--- src/rtl/iq_pkg.sv ---
package iq_pkg;

  localparam int unsigned IQ_DEPTH_DEF = 6;
  localparam int unsigned IQ_WIDTH_DEF = 32;

  // Per-cycle transfer count: 0, 1 or 2 instructions.
  typedef logic [1:0] xfer_cnt_t;

  // Modular pointer advance for a ring whose size need not be a power of two.
  function automatic int unsigned iq_wrap(input int unsigned ptr,
                                          input int unsigned inc,
                                          input int unsigned depth);
    int unsigned sum;
    sum = ptr + inc;
    if (sum >= depth) sum = sum - depth;
    return sum;
  endfunction

endpackage

--- src/rtl/iq_slot_select.sv ---
module iq_slot_select
  import iq_pkg::*;
#(
  parameter int unsigned WIDTH = IQ_WIDTH_DEF,
  parameter int unsigned CNT_W = 3
) (
  input  logic             flush,
  input  logic [1:0]       wr_vld,
  input  logic [WIDTH-1:0] wr_data0,
  input  logic [WIDTH-1:0] wr_data1,
  input  logic [CNT_W-1:0] free_cnt,
  output xfer_cnt_t        n_wr,
  output logic [WIDTH-1:0] cmp_data0,
  output logic [WIDTH-1:0] cmp_data1
);

  xfer_cnt_t req;

  // Compact the valid slots so the older valid one is always first.
  always_comb begin
    req       = {1'b0, wr_vld[0]} + {1'b0, wr_vld[1]};
    cmp_data0 = wr_vld[0] ? wr_data0 : wr_data1;
    cmp_data1 = wr_data1;
  end

  // Trim the offer to the free space seen at the start of the cycle.
  always_comb begin
    if (flush) begin
      n_wr = 2'd0;
    end else if (free_cnt >= CNT_W'(2)) begin
      n_wr = req;
    end else if (free_cnt == CNT_W'(1)) begin
      n_wr = (req != 2'd0) ? 2'd1 : 2'd0;
    end else begin
      n_wr = 2'd0;
    end
  end

  always_comb begin
    assert (n_wr <= req) else $error("AST_WR_TRIM_LE_REQ");
  end

endmodule

--- src/rtl/iq_ptr_ctrl.sv ---
module iq_ptr_ctrl
  import iq_pkg::*;
#(
  parameter int unsigned DEPTH = IQ_DEPTH_DEF,
  localparam int unsigned PTR_W = $clog2(DEPTH),
  localparam int unsigned CNT_W = $clog2(DEPTH + 1)
) (
  input  logic             clk,
  input  logic             rst_n,
  input  logic             flush,
  input  xfer_cnt_t        n_wr,
  input  logic [1:0]       rd_accept,
  output logic [PTR_W-1:0] head,
  output logic [PTR_W-1:0] tail,
  output logic [CNT_W-1:0] count,
  output logic [CNT_W-1:0] free_cnt,
  output xfer_cnt_t        n_rd
);

  logic [PTR_W-1:0] head_n;
  logic [PTR_W-1:0] tail_n;
  logic [CNT_W-1:0] count_n;
  logic             upd_en;
  xfer_cnt_t        acc_clamped;

  assign free_cnt = CNT_W'(DEPTH) - count;

  // Dispatch count: a request of 3 means 2, then limited to the entries held.
  always_comb begin
    acc_clamped = (rd_accept == 2'd3) ? 2'd2 : rd_accept;
    if (flush) begin
      n_rd = 2'd0;
    end else if (count >= CNT_W'(2)) begin
      n_rd = acc_clamped;
    end else if (count == CNT_W'(1)) begin
      n_rd = (acc_clamped != 2'd0) ? 2'd1 : 2'd0;
    end else begin
      n_rd = 2'd0;
    end
  end

  // Next-state logic.
  always_comb begin
    upd_en  = flush || (n_wr != 2'd0) || (n_rd != 2'd0);
    head_n  = head;
    tail_n  = tail;
    count_n = count;
    if (flush) begin
      head_n  = '0;
      tail_n  = '0;
      count_n = '0;
    end else begin
      head_n  = PTR_W'(iq_wrap(int'(head), int'(n_rd), DEPTH));
      tail_n  = PTR_W'(iq_wrap(int'(tail), int'(n_wr), DEPTH));
      count_n = count + CNT_W'(n_wr) - CNT_W'(n_rd);
    end
  end

  // State registers.
  always_ff @(posedge clk or negedge rst_n) begin
    if (!rst_n) begin
      head  <= '0;
      tail  <= '0;
      count <= '0;
    end else if (upd_en) begin
      head  <= head_n;
      tail  <= tail_n;
      count <= count_n;
    end
  end

  AST_OCC_BOUND: assert property (@(posedge clk) disable iff (!rst_n)
    count <= CNT_W'(DEPTH));

  AST_FLUSH_EMPTY: assert property (@(posedge clk) disable iff (!rst_n)
    flush |=> (count == '0));

  AST_NO_OVERFLOW: assert property (@(posedge clk) disable iff (!rst_n)
    (!flush && count == CNT_W'(DEPTH) && rd_accept == 2'd0) |=> $stable(count));

  AST_NO_UNDERFLOW: assert property (@(posedge clk) disable iff (!rst_n)
    (!flush && count == '0 && n_wr == 2'd0) |=> (count == '0));

  AST_HEAD_IN_RANGE: assert property (@(posedge clk) disable iff (!rst_n)
    (int'(head) < DEPTH) && (int'(tail) < DEPTH));

endmodule

--- src/rtl/iq_store.sv ---
module iq_store
  import iq_pkg::*;
#(
  parameter int unsigned DEPTH = IQ_DEPTH_DEF,
  parameter int unsigned WIDTH = IQ_WIDTH_DEF,
  localparam int unsigned PTR_W = $clog2(DEPTH)
) (
  input  logic             clk,
  input  logic [PTR_W-1:0] head,
  input  logic [PTR_W-1:0] tail,
  input  xfer_cnt_t        n_wr,
  input  logic [WIDTH-1:0] cmp_data0,
  input  logic [WIDTH-1:0] cmp_data1,
  output logic [WIDTH-1:0] rd_data0,
  output logic [WIDTH-1:0] rd_data1
);

  logic [DEPTH-1:0][WIDTH-1:0] ent_q;
  logic [PTR_W-1:0]            tail_p1;
  logic [PTR_W-1:0]            head_p1;

  assign tail_p1 = PTR_W'(iq_wrap(int'(tail), 1, DEPTH));
  assign head_p1 = PTR_W'(iq_wrap(int'(head), 1, DEPTH));

  for (genvar i = 0; i < DEPTH; i++) begin : g_ent
    logic             we_first;
    logic             we_second;
    logic             ent_en;
    logic [WIDTH-1:0] ent_d;
    logic [WIDTH-1:0] ent_r;

    always_comb begin
      we_first  = (tail == PTR_W'(i)) && (n_wr != 2'd0);
      we_second = (tail_p1 == PTR_W'(i)) && (n_wr == 2'd2);
      ent_en    = we_first || we_second;
      ent_d     = we_first ? cmp_data0 : cmp_data1;
    end

    // Data storage carries no reset; validity comes from the pointer state.
    always_ff @(posedge clk) begin
      if (ent_en) ent_r <= ent_d;
    end

    assign ent_q[i] = ent_r;

    always_comb begin
      assert (!(we_first && we_second)) else $error("AST_SINGLE_WRITER");
    end
  end

  assign rd_data0 = ent_q[head];
  assign rd_data1 = ent_q[head_p1];

endmodule

--- src/rtl/dual_issue_iq.sv ---
module dual_issue_iq
  import iq_pkg::*;
#(
  parameter int unsigned DEPTH = IQ_DEPTH_DEF,
  parameter int unsigned WIDTH = IQ_WIDTH_DEF,
  localparam int unsigned PTR_W = $clog2(DEPTH),
  localparam int unsigned CNT_W = $clog2(DEPTH + 1)
) (
  input  logic             clk,
  input  logic             rst_n,
  input  logic             flush,
  input  logic [1:0]       wr_vld,
  input  logic [WIDTH-1:0] wr_data0,
  input  logic [WIDTH-1:0] wr_data1,
  input  logic [1:0]       rd_accept,
  output logic [1:0]       rd_vld,
  output logic [WIDTH-1:0] rd_data0,
  output logic [WIDTH-1:0] rd_data1,
  output logic [CNT_W-1:0] free_cnt
);

  logic [PTR_W-1:0] head;
  logic [PTR_W-1:0] tail;
  logic [CNT_W-1:0] count;
  xfer_cnt_t        n_wr;
  xfer_cnt_t        n_rd;
  logic [WIDTH-1:0] cmp_data0;
  logic [WIDTH-1:0] cmp_data1;

  iq_slot_select #(
    .WIDTH (WIDTH),
    .CNT_W (CNT_W)
  ) u_sel (
    .flush     (flush),
    .wr_vld    (wr_vld),
    .wr_data0  (wr_data0),
    .wr_data1  (wr_data1),
    .free_cnt  (free_cnt),
    .n_wr      (n_wr),
    .cmp_data0 (cmp_data0),
    .cmp_data1 (cmp_data1)
  );

  iq_ptr_ctrl #(
    .DEPTH (DEPTH)
  ) u_ptr (
    .clk       (clk),
    .rst_n     (rst_n),
    .flush     (flush),
    .n_wr      (n_wr),
    .rd_accept (rd_accept),
    .head      (head),
    .tail      (tail),
    .count     (count),
    .free_cnt  (free_cnt),
    .n_rd      (n_rd)
  );

  iq_store #(
    .DEPTH (DEPTH),
    .WIDTH (WIDTH)
  ) u_store (
    .clk       (clk),
    .head      (head),
    .tail      (tail),
    .n_wr      (n_wr),
    .cmp_data0 (cmp_data0),
    .cmp_data1 (cmp_data1),
    .rd_data0  (rd_data0),
    .rd_data1  (rd_data1)
  );

  assign rd_vld[0] = (count != '0);
  assign rd_vld[1] = (count >= CNT_W'(2));

  AST_RDVLD_ORDER: assert property (@(posedge clk) disable iff (!rst_n)
    rd_vld[1] |-> rd_vld[0]);

  AST_FULL_HOLDS: assert property (@(posedge clk) disable iff (!rst_n)
    (!flush && free_cnt == '0 && rd_accept == 2'd0) |=> (free_cnt == '0));

  AST_SLOT_SHIFT: assert property (@(posedge clk) disable iff (!rst_n)
    (!flush && n_rd == 2'd1 && $past(1'b1) && rd_vld[1] && wr_vld == 2'b00) |=>
      (rd_data0 == $past(rd_data1)));

endmodule

--- config.mk ---
export PLATFORM = sky130hd
export DESIGN_NAME = dual_issue_iq
export DESIGN_NICKNAME = d
export VERILOG_FILES = /design/src/rtl/iq_pkg.sv /design/src/rtl/iq_slot_select.sv /design/src/rtl/iq_ptr_ctrl.sv /design/src/rtl/iq_store.sv /design/src/rtl/dual_issue_iq.sv
export SDC_FILE = /design/constraint.sdc
export NUM_CORES = 1
export LEC_CHECK = 0
export ABC_CLOCK_PERIOD_IN_PS = 6180
export BUFFER_PORTS_ARGS = -buffer_cell sky130_fd_sc_hd__buf_2
export CAP_MARGIN = 20
export CORE_MARGIN = 3
export CORE_UTILIZATION = 30
export DETAILED_ROUTE_END_ITERATION = 10
export PLACE_DENSITY = 0.57
export SETUP_SLACK_MARGIN = 0.5
export SLEW_MARGIN = 0
export SYNTH_ARGS = -nofsm -noshare
export SYNTH_HDL_FRONTEND = slang
export SYNTH_SLANG_ARGS = --single-unit
--- constraint.sdc ---
create_clock -name clk -period 6.18 [get_ports clk]
set_clock_uncertainty 0.05 [all_clocks]
set_input_delay 0.309 -clock clk [delete_from_list [all_inputs] [get_ports clk]]
set_output_delay 0.309 -clock clk [all_outputs]
set_load 0.02 [all_outputs]
==> results.sh <==
export IMPL_status="complete, no violations"
export IMPL_drtPass1Iterations=4
export IMPL_instances_no_fill=1559
export IMPL_via_count=8165
export IMPL_power_switching_w=0.00226
export IMPL_synth_area_per_cell_um2=13.7
export IMPL_grt_overflow=0
export IMPL_grtUsageTotal_pct=16.3
export IMPL_hold_viol_final=0
export IMPL_antenna_found_initial=10
export IMPL_synth_most_common_cell="mux2_2"
export IMPL_cts_root_buf="clkbuf_16"
export IMPL_drive_gt1_share_pct=45.0
export IMPL_grt_max_degree=57
export IMPL_synth_ff_type="edfxtp_1"
export IMPL_netSwitchingFraction_pct=39.5
export IMPL_cts_sinks=201
export IMPL_setup_ws_ns=1.61
export IMPL_io_pins=140
export IMPL_ys_warnings_count=0
export IMPL_finish_utilization_pct=35.7
export IMPL_syn_num_nets=986
export IMPL_clk_latency_ns=0.52
export IMPL_clock_path_buffers=3
export IMPL_grt_pass1_vias=8641
export IMPL_synthArstFlopShare_pct=4.48
export IMPL_rsz0062_at_grt="no"
export IMPL_synth_seq_cells=201
export IMPL_synth_edf_count=192
export IMPL_gp_congestion=0.750
export IMPL_p_int_w=0.00347
export IMPL_cts_setup_buffers=0
export IMPL_yosysSeqAreaShare_pct=49.1
export IMPL_crit_path_max_fanout=40
export IMPL_tightest_slew_ns=1.12
export IMPL_slew_violations=0
export IMPL_max_vdd_ir_drop_mv=0.272
export IMPL_hold_class="input pin to register"
export IMPL_synth_largest_area_cell="edfxtp_1"
export IMPL_syn_area_um2=12200
export IMPL_path_class="register to primary output"
export IMPL_pre_cts_slack_ns=2.12
export IMPL_timing_setup_tns_ns=0
export IMPL_clockPowerShare_pct=23.3
export IMPL_cp_arrival_ns=4.21
export IMPL_setup_viol_count_final=0
export IMPL_synth_cell_types=47
export IMPL_power_frac_comb_pct=46.0
export IMPL_place_hpwl_um=21600
export IMPL_clk_pin_slew_ns=0.06
export IMPL_p_per_area_nw_per_um2=403
export IMPL_ctsResizeCount=0
export IMPL_layout_nets=1104
export IMPL_portBuffers=139
export IMPL_die_h_um=208
export IMPL_fp_dieW_um=208
export IMPL_drt_iter0_markers=447
export IMPL_fmax_ghz=0.219
export IMPL_netlist_top_cells_area="edfxtp_1, mux2_2, mux2i_1"
export IMPL_power_leakage_nw=5.26
export IMPL_start_util_pct=30.6
export IMPL_grt_pass1_wl_um=54800
export IMPL_power_frac_seq_pct=30.7
export IMPL_wl_um=36000
export IMPL_drtAntennaViolNets=0
export IMPL_htree_levels=1
export IMPL_period_share_pct=73.9
export IMPL_cts_tree="yes"
export IMPL_coreArea_um2=39900
export IMPL_timing_hold_ws_ns=0.102
export IMPL_cp_start_kind="register"
export IMPL_drc=0
export IMPL_relSlewSlack_pct=24.8
export IMPL_via_per_inst=5.24
export IMPL_crit_required_ns=5.82
export IMPL_area_delta_synth_final_pct=16.7
export IMPL_cap_violations=0
export IMPL_min_period_ns=4.57
export IMPL_die_area_um2=43100
export IMPL_dp_cells=1507
export IMPL_synthCells=893
export IMPL_rows=73
export IMPL_drt_wirelength_per_cell_um=23.1
export IMPL_synth_top_area_share_pct=47.3
export IMPL_yosys_top_cells_count="mux2_2, edfxtp_1, mux2i_1"
export IMPL_cts_buffers=25
export IMPL_endpoint_kind="primary output"
[logic make-up after synthesis]
kind of cell             share of synthesized area (%)
XOR/XNOR                                         0.359
AND/OR/NAND/NOR                                   4.43
multiplexers                                      34.6
AO/OA/AOI/OAI                                     5.91
buffers and inverters                             3.07
adder cells (fa/ha/maj)                           2.50
flip-flops                                        49.1
[metrics by stage]
step,area [um^2],total power [W]
4_1_cts,14200,0.00582
3_5_place_dp,13500,0.00447
5_1_grt,14200,0.00605
2_1_floorplan,12200,0.00360
6_report,14200,0.00573
3_3_place_gp,13500,0.00444
[layer usage]
| metal | part of all wire [%] | GRT usage (%) | vias to the layer above |
|---|---|---|---|
| met5 | 0.13 | 0 | - |
| met4 | 2.7 | 4.23 | 8 |
| met3 | 4.9 | 3.29 | 68 |
| met2 | 49 | 28.4 | 205 |
| met1 | 44 | 20.8 | 4129 |
| li1 | - | - | 3755 |
[critical path, stage by stage, from the launching register on]
cell	delay, ns
dfrtp_2	0.33
buf_4	0.53
nand2b_2	0.86
o21ai_0	0.33
xnor2_2	0.21
buf_4	0.59
mux2i_1	0.17
o221ai_1	0.38
buf_2	0.25
[power by group through the flow]
stage                     logic, W  registers, W  clock network [W]
after floorplan            0.00188       0.00172                  0
after global placement     0.00266       0.00178                  0
after detailed placement   0.00268       0.00179                  0
after CTS                  0.00269       0.00176            0.00137
after global routing       0.00285       0.00178            0.00142
final                      0.00264       0.00176            0.00134
[final cells by class]
type,instances,area [um^2]
fill,3901,25700
sequential,201,6000
timing repair buffer,156,838
inverter,21,78.8
clock buffer,39,708
clock inverter,6,35.0
tap,525,657
antenna,5,12.5
multi-input combinational,606,5910
[final timing paths]
path | startpoint | to | slack (ns) | cells after the start
setup / recovery | u_ptr.head[1] | rd_data1[4] | 1.61 | 8
hold / removal | wr_data1[13] | u_store.g_ent[5].ent_r[13] | 0.10 | 2
setup reg to reg | u_ptr.count[0] | u_store.g_ent[3].ent_r[0] | 2.52 | 6
hold reg to reg | u_ptr.count[1] | u_ptr.count[1] | 0.56 | 2
max in group asynchronous | rst_n | u_ptr.head[1] | 5.71 | 2
min in group asynchronous | rst_n | u_ptr.head[0] | 0.16 | 2
[registers in the layout, summed over array words and instances, names as in the netlist]
signal and flops:
u_ptr.count 3, u_ptr.head 3, u_ptr.tail 3, u_store.g_ent.ent_r 192
[what timing repair did]
item,4_1_cts,5_1_grt
endpoints found under the setup margin,0,0
hold buffers,1,0
endpoints found under the hold margin,9,0
[placed cells by master, fill, tap and decap left out, types with 3 or more instances in the layout]
cell type    n
nor2_1      10
a21oi_1      9
diode_2      5
ha_1        18
clkbuf_8     3
nand4_1      3
a211oi_1     5
xor2_1       3
nand3_1      4
o22ai_1      3
clkinv_1     3
mux2_2     222
buf_2      139
o221ai_1    32
mux4_2      32
dfrtp_1      7
a31oi_1      3
inv_1       19
a32o_2       4
edfxtp_1   192
mux2_1       3
mux2i_1     97
clkbuf_1    11
o21ai_0     35
nand2_1     77
buf_4       15
nand2b_1     3
and3_1       3
nand3_2      3
clkbuf_16   25
nor3_1       5
fa_1         4
No activity file was read; power rests on OpenSTA's default activity.
